`src/rtl/disp_addr_decoder.sv`:
```
module disp_addr_decoder #(
  parameter int TILE_COLS  = 240,
  parameter int TILE_LINES = 160,
  parameter int PAL_MAX    = 48
) (
  input  logic        clk,
  input  logic        rst_n,
  input  logic [16:0] bus_addr,
  input  logic [15:0] bus_data,
  input  logic        sel_n,
  input  logic        rd_n,
  input  logic        wr_n,
  input  logic        hi_byte_n,
  input  logic        byte_bus,
  input  logic [1:0]  tile_pos,
  output logic        acc_hit,
  output logic        acc_rd,
  output logic [$clog2(TILE_COLS/4*TILE_LINES)-1:0] ram_addr,
  output logic [3:0]  ram_wmask,
  output logic [15:0] ram_wdata,
  output logic        pal_we,
  output logic [3:0]  pal_idx,
  output logic [5:0]  pal_code
);
  localparam int WPL   = TILE_COLS / 4;
  localparam int DEPTH = WPL * TILE_LINES;
  localparam int AW    = $clog2(DEPTH);
  localparam logic [7:0] HALF_B  = 8'(TILE_COLS / 2);
  localparam logic [7:0] END_B   = 8'(TILE_COLS);
  localparam logic [8:0] HALF_L  = 9'(TILE_LINES);
  localparam logic [8:0] END_L   = 9'(2 * TILE_LINES);
  localparam logic [5:0] CODE_MX = 6'(PAL_MAX);

  logic [7:0] col_b;
  logic [8:0] line_g;
  logic       right, bottom, in_range, mine;
  logic [7:0] loc_c;
  logic [8:0] loc_l;
  logic [AW-1:0] word_a;
  logic       rd_acc, wr_acc, lane_lo, lane_hi, hit_d, pal_d;
  logic [5:0] code_d;

  assign col_b    = bus_addr[7:0];
  assign line_g   = bus_addr[16:8];
  assign right    = col_b >= HALF_B;
  assign bottom   = line_g >= HALF_L;
  assign in_range = (col_b < END_B) && (line_g < END_L);
  assign mine     = in_range && (right == tile_pos[0]) && (bottom == tile_pos[1]);
  assign loc_c    = right  ? col_b - HALF_B : col_b;
  assign loc_l    = bottom ? line_g - HALF_L : line_g;
  assign word_a   = AW'(loc_l) * AW'(WPL) + AW'(loc_c[7:1]);

  assign rd_acc  = ~sel_n & ~rd_n &  wr_n;
  assign wr_acc  = ~sel_n &  rd_n & ~wr_n;
  assign lane_lo = ~bus_addr[0];
  assign lane_hi = byte_bus ? bus_addr[0] : ~hi_byte_n;
  assign hit_d   = mine & (rd_acc | (wr_acc & (lane_lo | lane_hi)));

  assign pal_d  = wr_acc & (line_g == 9'h1FF) & (col_b[7:5] == 3'b100) & ~col_b[0];
  assign code_d = (bus_data[5:0] > CODE_MX) ? CODE_MX : bus_data[5:0];

  always_ff @(posedge clk) begin
    if (!rst_n) begin
      acc_hit   <= 1'b0;
      acc_rd    <= 1'b0;
      ram_addr  <= '0;
      ram_wmask <= '0;
      ram_wdata <= '0;
      pal_we    <= 1'b0;
      pal_idx   <= '0;
      pal_code  <= '0;
    end else begin
      acc_hit   <= hit_d;
      acc_rd    <= hit_d & rd_acc;
      ram_addr  <= hit_d ? word_a : '0;
      ram_wmask <= (hit_d & wr_acc) ? {lane_hi, lane_hi, lane_lo, lane_lo} : 4'b0;
      ram_wdata <= (hit_d & wr_acc) ? (byte_bus ? {2{bus_data[7:0]}} : bus_data) : 16'h0;
      pal_we    <= pal_d;
      pal_idx   <= pal_d ? col_b[4:1] : 4'h0;
      pal_code  <= pal_d ? code_d : 6'h0;
    end
  end

  p_mask_write_r5: assert property (@(posedge clk) disable iff (!rst_n)
    (ram_wmask != 4'b0) |-> (acc_hit && !acc_rd));
  p_desel_quiet_r3: assert property (@(posedge clk) disable iff (!rst_n)
    $past(sel_n) |-> (!acc_hit && !pal_we));
  p_code_clamp_r9: assert property (@(posedge clk) disable iff (!rst_n)
    pal_we |-> (pal_code <= CODE_MX));
  p_pal_no_ram_r8: assert property (@(posedge clk) disable iff (!rst_n)
    pal_we |-> !acc_hit);
  p_addr_bound_r4: assert property (@(posedge clk) disable iff (!rst_n)
    acc_hit |-> (int'(ram_addr) < DEPTH));
  p_byte_lane_r6: assert property (@(posedge clk) disable iff (!rst_n)
    ($past(byte_bus) && (ram_wmask != 4'b0)) |-> ($countones(ram_wmask) == 2));
endmodule

```
`config.mk`:
```
export PLATFORM = sky130hd
export DESIGN_NAME = disp_addr_decoder
export DESIGN_NICKNAME = d
export VERILOG_FILES = /design/src/rtl/disp_addr_decoder.sv
export SDC_FILE = /design/constraint.sdc
export NUM_CORES = 1
export LEC_CHECK = 0
export ABC_AREA = 1
export BUFFER_PORTS_ARGS = -buffer_cell sky130_fd_sc_hd__buf_2
export CAP_MARGIN = 40
export CORE_UTILIZATION = 35
export DETAILED_ROUTE_END_ITERATION = 10
export MAX_ROUTING_LAYER = met4
export SYNTH_ARGS = -nofsm -noshare
export SYNTH_HDL_FRONTEND = slang
export SYNTH_SLANG_ARGS = --single-unit
```
`constraint.sdc`:
```
create_clock -name clk -period 3.8 [get_ports clk]
set_input_delay 0.57 -clock clk [delete_from_list [all_inputs] [get_ports clk]]
set_output_delay 0.57 -clock clk [all_outputs]
set_load 0.005 [all_outputs]
```
==> results of run 1 <==
final cells by class:
class                      instances  share of cell area
multi-input combinational        279              0.4661
timing repair buffer             124              0.1733
clock buffer                       5             0.01678
sequential                        45              0.2196
clock inverter                     3             0.01159
inverter                          87             0.07962
tap                              108             0.03295
what timing repair did:
action                     CTS  global route
setup endpoints to repair    0             4
gates resized for setup      0            11
hold endpoints to repair     0             0
setup buffers                0             3
placed cells by master (no fill, tap or decap), drive strengths merged, types with 5 or more instances in the layout:
cell / Yosys / routed
buf: 5 / 124
inv: 87 / 89
nand2: 89 / 89
nor2: 60 / 60
dfxtp: 45 / 45
ha: 28 / 28
nand3: 23 / 23
o21ai: 16 / 16
fa: 13 / 13
a21oi: 13 / 13
xor2: 10 / 10
nand4: 8 / 8
clkbuf: 1 / 5
metrics by stage:
stage | cells | cell area [sq um] | utilization | total power, mW
after CTS | 648 | 4021 | 0.4634 | 1.874
after floorplan | 417 | 3128 | - | 1.172
after detailed placement | 640 | 3905 | 0.4500 | 1.488
after global placement | 640 | 3905 | 0.4500 | 1.472
final | 651 | 4101 | 0.4726 | 1.922
after global routing | 651 | 4101 | 0.4726 | 2.112
report_power, final:
| group | leakage, nW | internal, mW | switching (mW) |
|---|---|---|---|
| Clock | 0.0591 | 0.201 | 0.177 |
| Sequential | 0.362 | 0.475 | 0.000734 |
| Combinational | 1.90 | 0.468 | 0.600 |
flip-flops by register name (all words and copies together) (netlist names):
name       count
ram_wdata     16
ram_addr      14
pal_code       6
pal_idx        4
ram_wmask      2
acc_hit        1
acc_rd         1
pal_we         1
cell families after synthesis:
kind of cell | after synthesis | share of synthesized area
flops | 45 | 0.2883
buf+inv | 93 | 0.1193
simple gates | 189 | 0.2891
xor+xnor | 13 | 0.04246
fa+ha+maj | 41 | 0.1954
compound gates | 36 | 0.06528
worst min path at each step:
stage | startpoint | to | slack (ns)
after floorplan | bus_addr[0] | ram_wmask[1] | 0.64
after global placement | bus_addr[0] | ram_wmask[1] | 0.77
after detailed placement | bus_addr[0] | ram_wmask[1] | 0.77
after CTS | bus_addr[0] | ram_wmask[1] | 0.44
after global routing | bus_addr[0] | ram_wmask[1] | 0.45
final | bus_addr[0] | ram_wmask[1] | 0.44
layer usage:
metal / track usage / up-vias / share of wire
met2: 0.2917 / 56 / 0.48
met3: 0.01565 / 11 / 0.032
li1: - / 1522 / -
met4: 0.05760 / 0 / 0.018
met1: 0.1983 / 1290 / 0.47
met5: - / - / 0
==> results.yml, run 1 <==
global_route:
  antenna_violations_before_repair: 0
  grt_pass1_vias: 2722
  grt_first_pass_wirelength_um: 11670
  grt_remaining_overflow: 0
  global_route.usage.total: 0.1661
  maximum_number_of_pins_on_one_net_before_global_route_repair: 19
floorplanning:
  die_h_um: 96.48
  core_sq_mm: 0.008678
  core.rowCount: 34
  die_w_um: 96.48
  initial_utilization: 0.3600
  io_pins: 89
  die_area_sq_mm: 0.009308
cts:
  post_cts_hold_buffer_count: 0
  clkTransAtPathRegs_ns: 0.10
  cts-root-buf: "sky130_fd_sc_hd__clkbuf_8"
  cts_sinks: 45
  cts_made_buffers: 5
  clock_tree.buffer_depth: 2
  htree_num_levels: 2
  cts_tree: "done"
run:
  max_cap_viol_count: 0
outcome:
  run_status: "complete, no violations"
finish:
  insertedDiodeCount: 0
  multi_input_comb_area_sq_mm: 0.001912
  post_route_cells_drive_above_1_share: 0.3297
  syn_to_final_growth_pct: 31.28
  finalNetCount: 625
  fillers: 879
  register_area_sq_um: 900.9
synth:
  synth_area_sq_mm: 0.003124
  synthesis.area_per_instance_sq_um: 7.492
  synth_cells: 417
  synth_enable_flop_cells: 0
  synth_most_common_cell: "sky130_fd_sc_hd__inv_1"
  seq_area_frac_synth: 0.2883
  post_synth_num_cell_types: 37
  share_of_yosys_cell_area_claimed_by_the_top_area_cell_type: 0.2883
  syn_nets: 500
  synth.ff_latch_count: 45
  synthTopCellsByArea: "sky130_fd_sc_hd__dfxtp_1 (29%), sky130_fd_sc_hd__ha_1 (11%), sky130_fd_sc_hd__inv_1 (10%)"
  synth-async-reset-ratio: 0
  synth_top_flop_cell: "sky130_fd_sc_hd__dfxtp_1"
  synth_largest_area_cell: "sky130_fd_sc_hd__dfxtp_1"
  synth.top_cells.by_count: "sky130_fd_sc_hd__inv_1 (86), sky130_fd_sc_hd__nand2_1 (85), sky130_fd_sc_hd__dfxtp_1 (45)"
  synth-warning-count: 0
setup_path:
  critPathArrivalTime_ns: 3.78
  worst_setup_path_start_kind: "input pin"
  timing.critical_path.to: "ram_addr[10]"
  timing.critical_path.cells: "buf_2 > buf_4 > fa_1 > fa_1 > inv_1 > fa_1 > inv_1 > ha_1 > nand2_1 > o21ai_0 > nand2_1 > nand2_1 > nand3_1 > nor2_2 > xor2_1 > nor2_2"
  critical_path_peak_fanout: 4
  cpMaxStageDelayCell: "sky130_fd_sc_hd__fa_1"
  cp_num_cells: 16
  critPathRequiredTime_ns: 3.99
  setup.worst_path.start: "bus_addr[8]"
  worst_setup_path_end_kind: "flip-flop"
  worst-setup-path-type: "in2reg"
  worst_path_dominant_cell_family: "adder cells"
  crit_path_max_incr_delay_ns: 0.53
  path_buf_inv: 4
timing:
  max_slew.worst_pin.slew_ns: 0.5644
  report.final.setup_viol: 0
  worst_hold_slack_ns: 0.4419
  min_period_ns: 3.592
  fin_tns_setup_ns: 0
  finalHoldViolations: 0
  fin_crit_sh: 0.9452
  maxClockFrequency_mhz: 278.4
  timing.max_slew.rel_slack: 0.6205
  final-max-slew-violation-count: 0
  timing.final.ws_setup_ns: 0.2083
place:
  dpl_worst_slack_ns: -0.2899
  dp.final_hpwl_um: 5909
  gp_congestion: 0.8556
  port-buffer-count: 88
drt:
  first_pass_iters: 6
  route.final.wire_length_um: 7023
  drt-vias-per-instance: 4.422
  routed_wire_length_per_instance_um: 10.79
  drt_drc_violations_left: 0
  total_number_of_vias: 2879
  drt-initial-drc-count: 69
  final_antenna_net_count: 0
hold_path:
  holdCritPathClass: "in2reg"
  holdPathStages: 2
pwr:
  powerDensity_mw_per_mm2: 468.6
  worst_ir_drop_vdd_v: 0.0001822
  power.static_leakage_nw: 2.326
Power figures use the tool's default switching activity.
==> inputs of run 2 (changes only) <==
--- a/config.mk
+++ b/config.mk
@@ -11,6 +11,7 @@
 export CORE_UTILIZATION = 35
 export DETAILED_ROUTE_END_ITERATION = 10
 export MAX_ROUTING_LAYER = met4
+export RECOVER_POWER = 100
 export SYNTH_ARGS = -nofsm -noshare
 export SYNTH_HDL_FRONTEND = slang
 export SYNTH_SLANG_ARGS = --single-unit
==> run 2 against run 1 <==
Net effect:
- combinational power about the same
- critical path type unchanged
- total power is essentially flat
- largest power group unchanged
- critical endpoint unchanged
- clock power is essentially flat
- flip-flop and latch count did not move
- via count hardly changed
- cell count unchanged
- non-clock buffer count unchanged
- critical path depth unchanged
==> results.yml, run 2 (synthesis gave the netlist of run 1 again) <==
cts:
  cts_made_buffers: 5
  htree_num_levels: 2
  clock_tree.buffer_depth: 2
  clkTransAtPathRegs_ns: 0.10
  cts-root-buf: "sky130_fd_sc_hd__clkbuf_8"
  cts_sinks: 45
  cts_tree: "done"
global_route:
  maximum_number_of_pins_on_one_net_before_global_route_repair: 19
  grt_pass1_vias: 2722
  grt_remaining_overflow: 0
  grt_first_pass_wirelength_um: 11670
  antenna_violations_before_repair: 0
  global_route.usage.total: 0.1661
place:
  port-buffer-count: 88
  dpl_worst_slack_ns: -0.2899
  dp.final_hpwl_um: 5909
  gp_congestion: 0.8556
  postPlaceCellArea_sq_mm: 0.003905
floorplanning:
  initial_utilization: 0.3600
  io_pins: 89
  core.rowCount: 34
  die_w_um: 96.48
  die_area_sq_mm: 0.009308
  core_sq_mm: 0.008678
  die_h_um: 96.48
timing:
  timing.max_slew.rel_slack: 0.6205
  report.final.setup_viol: 0
  final-max-slew-violation-count: 0
  maxClockFrequency_mhz: 278.4
  worst_hold_slack_ns: 0.4417
  timing.final.ws_setup_ns: 0.2080
  finalHoldViolations: 0
  max_slew.worst_pin.slew_ns: 0.5644
  fin_crit_sh: 0.9453
  min_period_ns: 3.592
finish:
  reg_top3: "ram_wdata: 16 flops, ram_addr: 14 flops, pal_code: 6 flops"
  post-route-cell-area_sq_mm: 0.004060
  finalNetCount: 625
  layout.cells.most_common: "sky130_fd_sc_hd__inv_1"
  most-common-layout-cells: "sky130_fd_sc_hd__inv_1 (86), sky130_fd_sc_hd__nand2_1 (83), sky130_fd_sc_hd__buf_2 (55), sky130_fd_sc_hd__dfxtp_1 (45)"
  fillers: 903
  register_area_sq_um: 900.9
  syn_to_final_growth_pct: 29.96
  largest_register_ffs: 16
  multi_input_comb_area_sq_mm: 0.001912
  post_route_cells_drive_above_1_share: 0.2689
  insertedDiodeCount: 0
  regMostFlops: "ram_wdata"
setup_path:
  critPathArrivalTime_ns: 3.78
  critical_path_peak_fanout: 4
  worst_setup_path_end_kind: "flip-flop"
  worst-setup-path-type: "in2reg"
  critPathRequiredTime_ns: 3.99
  worst_setup_path_start_kind: "input pin"
pwr:
  worst_ir_drop_vdd_v: 0.0001822
  power.static_leakage_nw: 2.181
  powerDensity_mw_per_mm2: 473.1
  finalPower_mw: 1.921
drt:
  first_pass_iters: 6
  final_antenna_net_count: 0
  wl_met3_um: 236
  m1WireLength_um: 3301
  top_signal_layer_used: "met4"
  dr_wl_met2_um: 3394
  drt_drc_violations_left: 0
  drt-vias-per-instance: 4.419
  drt-initial-drc-count: 70
  total_number_of_vias: 2877
  routed_wire_length_per_instance_um: 10.84
  route.final.wire_length_um: 7058
hold_path:
  holdPathStages: 2
  worst_hold_startpoint: "bus_addr[0]"
  timing.hold.worst_endpoint: "ram_wmask[1]"
  holdCritPathClass: "in2reg"
run:
  max_cap_viol_count: 0
outcome:
  run_status: "complete, no violations"
[run 2: cell types whose count changed in the layout (fill, tap and decap cells not counted), sizes merged]
cell / delta
buf: -33
clkbuf: +33
[run 2: power by group]
group	total, mW	leakage, nW	internal, mW	switching [mW]
clock	0.378	0.0591	0.201	0.177
sequential	0.476	0.362	0.475	0.000877
combinational	1.07	1.76	0.467	0.600
total	1.92	2.18	1.14	0.778
[run 2: critical path, cell delays in order]
cell and delay, ns:
sky130_fd_sc_hd__buf_2 0.13, sky130_fd_sc_hd__buf_4 0.15, sky130_fd_sc_hd__fa_1 0.50, sky130_fd_sc_hd__fa_1 0.53
sky130_fd_sc_hd__inv_1 0.06, sky130_fd_sc_hd__fa_1 0.47, sky130_fd_sc_hd__inv_1 0.04, sky130_fd_sc_hd__ha_1 0.33
sky130_fd_sc_hd__nand2_1 0.07, sky130_fd_sc_hd__o21ai_0 0.24, sky130_fd_sc_hd__nand2_1 0.08, sky130_fd_sc_hd__nand2_1 0.09
sky130_fd_sc_hd__nand3_1 0.11, sky130_fd_sc_hd__nor2_2 0.17, sky130_fd_sc_hd__xor2_1 0.19, sky130_fd_sc_hd__nor2_2 0.04
[run 2: per-stage QoR]
stage | std cells | util | TNS, ns
floorplan | 417 | - | 0
global placement | 640 | 0.4500 | -0.4038
detailed placement | 640 | 0.4500 | -0.8916
CTS | 648 | 0.4634 | 0
global route | 651 | 0.4678 | -0.05743
finish | 651 | 0.4678 | 0
[run 2: final cells by class]
type / instances / area share
Clock buffer: 5 / 0.01695
Multi-Input combinational cell: 279 / 0.4709
Sequential cell: 45 / 0.2219
Inverter: 87 / 0.08043
Tap cell: 108 / 0.03328
Timing Repair Buffer: 124 / 0.1649
Clock inverter: 3 / 0.01171
[run 2: routing by layer]
| metal | track usage | vias to the layer above |
|---|---|---|
| met1 | 0.1983 | 1288 |
| li1 | - | 1522 |
| met5 | - | - |
| met2 | 0.2917 | 56 |
| met3 | 0.01565 | 11 |
| met4 | 0.05760 | 0 |
[run 2: what timing repair did]
action / CTS / global route
hold buffers: 0 / 0
resized for setup: 0 / 11
endpoints found under the setup margin: 0 / 4
setup buffers: 0 / 3
[run 2: worst max-delay path by stage]
stage / start / endpoint / slack (ns) / cells after the start
6_report: bus_addr[8] / ram_addr[10] / 0.21 / 16
5_1_grt: bus_addr[14] / ram_addr[13] / -0.04 / 24
4_1_cts: bus_addr[14] / ram_addr[12] / 0.02 / 24
3_5_place_dp: bus_addr[14] / ram_addr[13] / -0.29 / 24
3_3_place_gp: bus_addr[14] / ram_addr[12] / -0.12 / 24
2_1_floorplan: bus_addr[14] / ram_addr[12] / 0.06 / 23
==> inputs of run 3 (changes only) <==
--- a/config.mk
+++ b/config.mk
@@ -8,9 +8,10 @@
 export ABC_AREA = 1
 export BUFFER_PORTS_ARGS = -buffer_cell sky130_fd_sc_hd__buf_2
 export CAP_MARGIN = 40
-export CORE_UTILIZATION = 35
+export CORE_UTILIZATION = 48
 export DETAILED_ROUTE_END_ITERATION = 10
 export MAX_ROUTING_LAYER = met4
+export PLACE_DENSITY = 0.78
 export RECOVER_POWER = 100
 export SYNTH_ARGS = -nofsm -noshare
 export SYNTH_HDL_FRONTEND = slang
==> run 3 against run 2 <==
Net effect:
- cell count down 6.1%
- worst setup slack better by 0.024 ns
- sequential power about the same
- worst hold slack better by 0.0041 ns
- total power down 1.9%
- sequential share of layout area up 0.78 points
- core utilization up 15 points
- clock power down 1%
- die area down 27%
- highest routed layer unchanged
==> results.yml, run 3 (synthesis gave the netlist of run 1 again) <==
setup_path:
  cpMaxStageDelayCell: "sky130_fd_sc_hd__fa_1"
  path_common_cell: "sky130_fd_sc_hd__nand2_1"
  critical_path_peak_fanout: 5
  critPathRequiredTime_ns: 4.00
  worst-setup-path-type: "in2reg"
  worst_setup_path_start_kind: "input pin"
  worst_setup_path_end_kind: "flip-flop"
  critPathArrivalTime_ns: 3.77
  crit_path_max_incr_delay_ns: 0.52
finish:
  post-route-cell-area_sq_mm: 0.003923
  register_area_sq_um: 900.9
  syn_to_final_growth_pct: 25.55
  fillers: 573
  regMostFlops: "ram_wdata"
  largest_register_ffs: 16
  finalNetCount: 616
  layout.cells.non_filler: 611
  reg_top3: "ram_wdata: 16 flops, ram_addr: 14 flops, pal_code: 6 flops"
  most-common-layout-cells: "sky130_fd_sc_hd__inv_1 (85), sky130_fd_sc_hd__nand2_1 (83), sky130_fd_sc_hd__buf_2 (53), sky130_fd_sc_hd__dfxtp_1 (45), sky130_fd_sc_hd__nor2_1 (38)"
  layout.cells.most_common: "sky130_fd_sc_hd__inv_1"
  post_route_cells_drive_above_1_share: 0.2472
  multi_input_comb_area_sq_mm: 0.001887
  insertedDiodeCount: 0
timing:
  maxClockFrequency_mhz: 280.3
  max_slew.worst_pin.slew_ns: 0.9739
  min_period_ns: 3.568
  timing.max_slew.rel_slack: 0.3488
  final-max-slew-violation-count: 0
  finalHoldViolations: 0
  report.final.setup_viol: 0
  fin_crit_sh: 0.9388
  worst_hold_slack_ns: 0.4458
hold_path:
  holdCritPathClass: "in2reg"
pwr:
  sequentialPowerShare: 0.253
  power.static_leakage_nw: 2.115
  worst_ir_drop_vdd_v: 0.0003075
  powerDensity_mw_per_mm2: 480.6
  clkPwrFrac: 0.198
  switching_share: 0.4100
  power_switching_mw: 0.7728
  internal_power_mw: 1.112
  comb_power_share: 0.549
cts:
  cts_made_buffers: 5
  clkTransAtPathRegs_ns: 0.09
  cts_tree: "done"
  cts-root-buf: "sky130_fd_sc_hd__clkbuf_8"
  clock_tree.buffer_depth: 2
  post_cts_hold_buffer_count: 0
  cts_sinks: 45
  htree_num_levels: 2
global_route:
  global_route.usage.total: 0.2251
  grt_first_pass_wirelength_um: 11450
  grt_remaining_overflow: 0
  grt_pass1_vias: 2767
  maximum_number_of_pins_on_one_net_before_global_route_repair: 19
  antenna_violations_before_repair: 0
floorplanning:
  initial_utilization: 0.4948
  die_area_sq_mm: 0.006835
  die_h_um: 82.68
  core_sq_mm: 0.006314
  io_pins: 89
  core.rowCount: 29
  die_w_um: 82.68
place:
  port-buffer-count: 88
  place.detailed.instances: 602
  postPlaceCellArea_sq_mm: 0.003814
  dp.final_hpwl_um: 5847
  gp_congestion: 0.8702
drt:
  dr_wl_met2_um: 3503
  final_antenna_net_count: 0
  wl_met3_um: 375
  drt-vias-per-instance: 4.769
  drt-initial-drc-count: 79
  first_pass_iters: 4
  routed_wire_length_per_instance_um: 11.55
  m1WireLength_um: 3017
  route.final.wire_length_um: 7054
  drt_drc_violations_left: 0
  total_number_of_vias: 2914
  top_signal_layer_used: "met4"
outcome:
  run_status: "complete, no violations"
run:
  max_cap_viol_count: 0
run 3: cell count changes in the layout (fill, tap and decap cells not counted), moves of 2 or more:
cell,before,now
sky130_fd_sc_hd__buf_2,55,53
sky130_fd_sc_hd__nor2_1,36,38
sky130_fd_sc_hd__buf_4,36,26
sky130_fd_sc_hd__clkbuf_1,33,36
run 3: power groups by stage:
stage / Combinational (mW) / Sequential [mW] / Clock, mW
after detailed placement: 0.963 / 0.487 / 0
after floorplan: 0.684 / 0.488 / 0
after CTS: 0.969 / 0.476 / 0.376
after global routing: 1.19 / 0.477 / 0.401
after global placement: 0.929 / 0.487 / 0
final: 1.04 / 0.476 / 0.373
run 3: layout make-up:
type / instances / share of cell area
Multi-Input combinational cell: 279 / 0.4810
Sequential cell: 45 / 0.2297
Timing Repair Buffer: 115 / 0.1518
Inverter: 87 / 0.08325
Tap cell: 77 / 0.02456
Clock buffer: 5 / 0.01754
Clock inverter: 3 / 0.01212
run 3: what timing repair did:
action	4_1_cts	5_1_grt
hold endpoints to repair	0	0
endpoints found under the setup margin	0	4
resized for setup	0	14
setup buffers	0	1
run 3: path summary, 6_finish.rpt:
check,startpoint,to,slack (ns),cells after the start
worst max-delay path,bus_addr[8],ram_addr[12],0.23,26
worst min-delay path,bus_addr[0],ram_wmask[1],0.45,2
run 3: critical path: cells and delay by family:
family / cells / cell delay, ns
buffers and inverters: 6 / 0.39
AND/OR/NAND/NOR: 13 / 1.26
AO/OA/AOI/OAI: 2 / 0.23
XOR/XNOR: 1 / 0.15
adder cells (fa/ha/maj): 4 / 1.17
run 3: per-stage QoR:
stage	util	worst slack, ns	TNS, ns	total power [mW]
after global routing	0.6213	-0.04365	-0.06846	2.070
after floorplan	-	0.06083	0	1.172
final	0.6213	0.2324	0	1.885
after global placement	0.6040	-0.09038	-0.2378	1.416
after CTS	0.6225	0.02506	0	1.821
after detailed placement	0.6040	-0.2778	-0.8317	1.451
run 3: per-layer routing:
metal | vias up | GRT usage
li1 | 1508 | -
met1 | 1320 | 0.2317
met2 | 76 | 0.4197
met3 | 10 | 0.04286
met4 | 0 | 0.08448
met5 | - | -
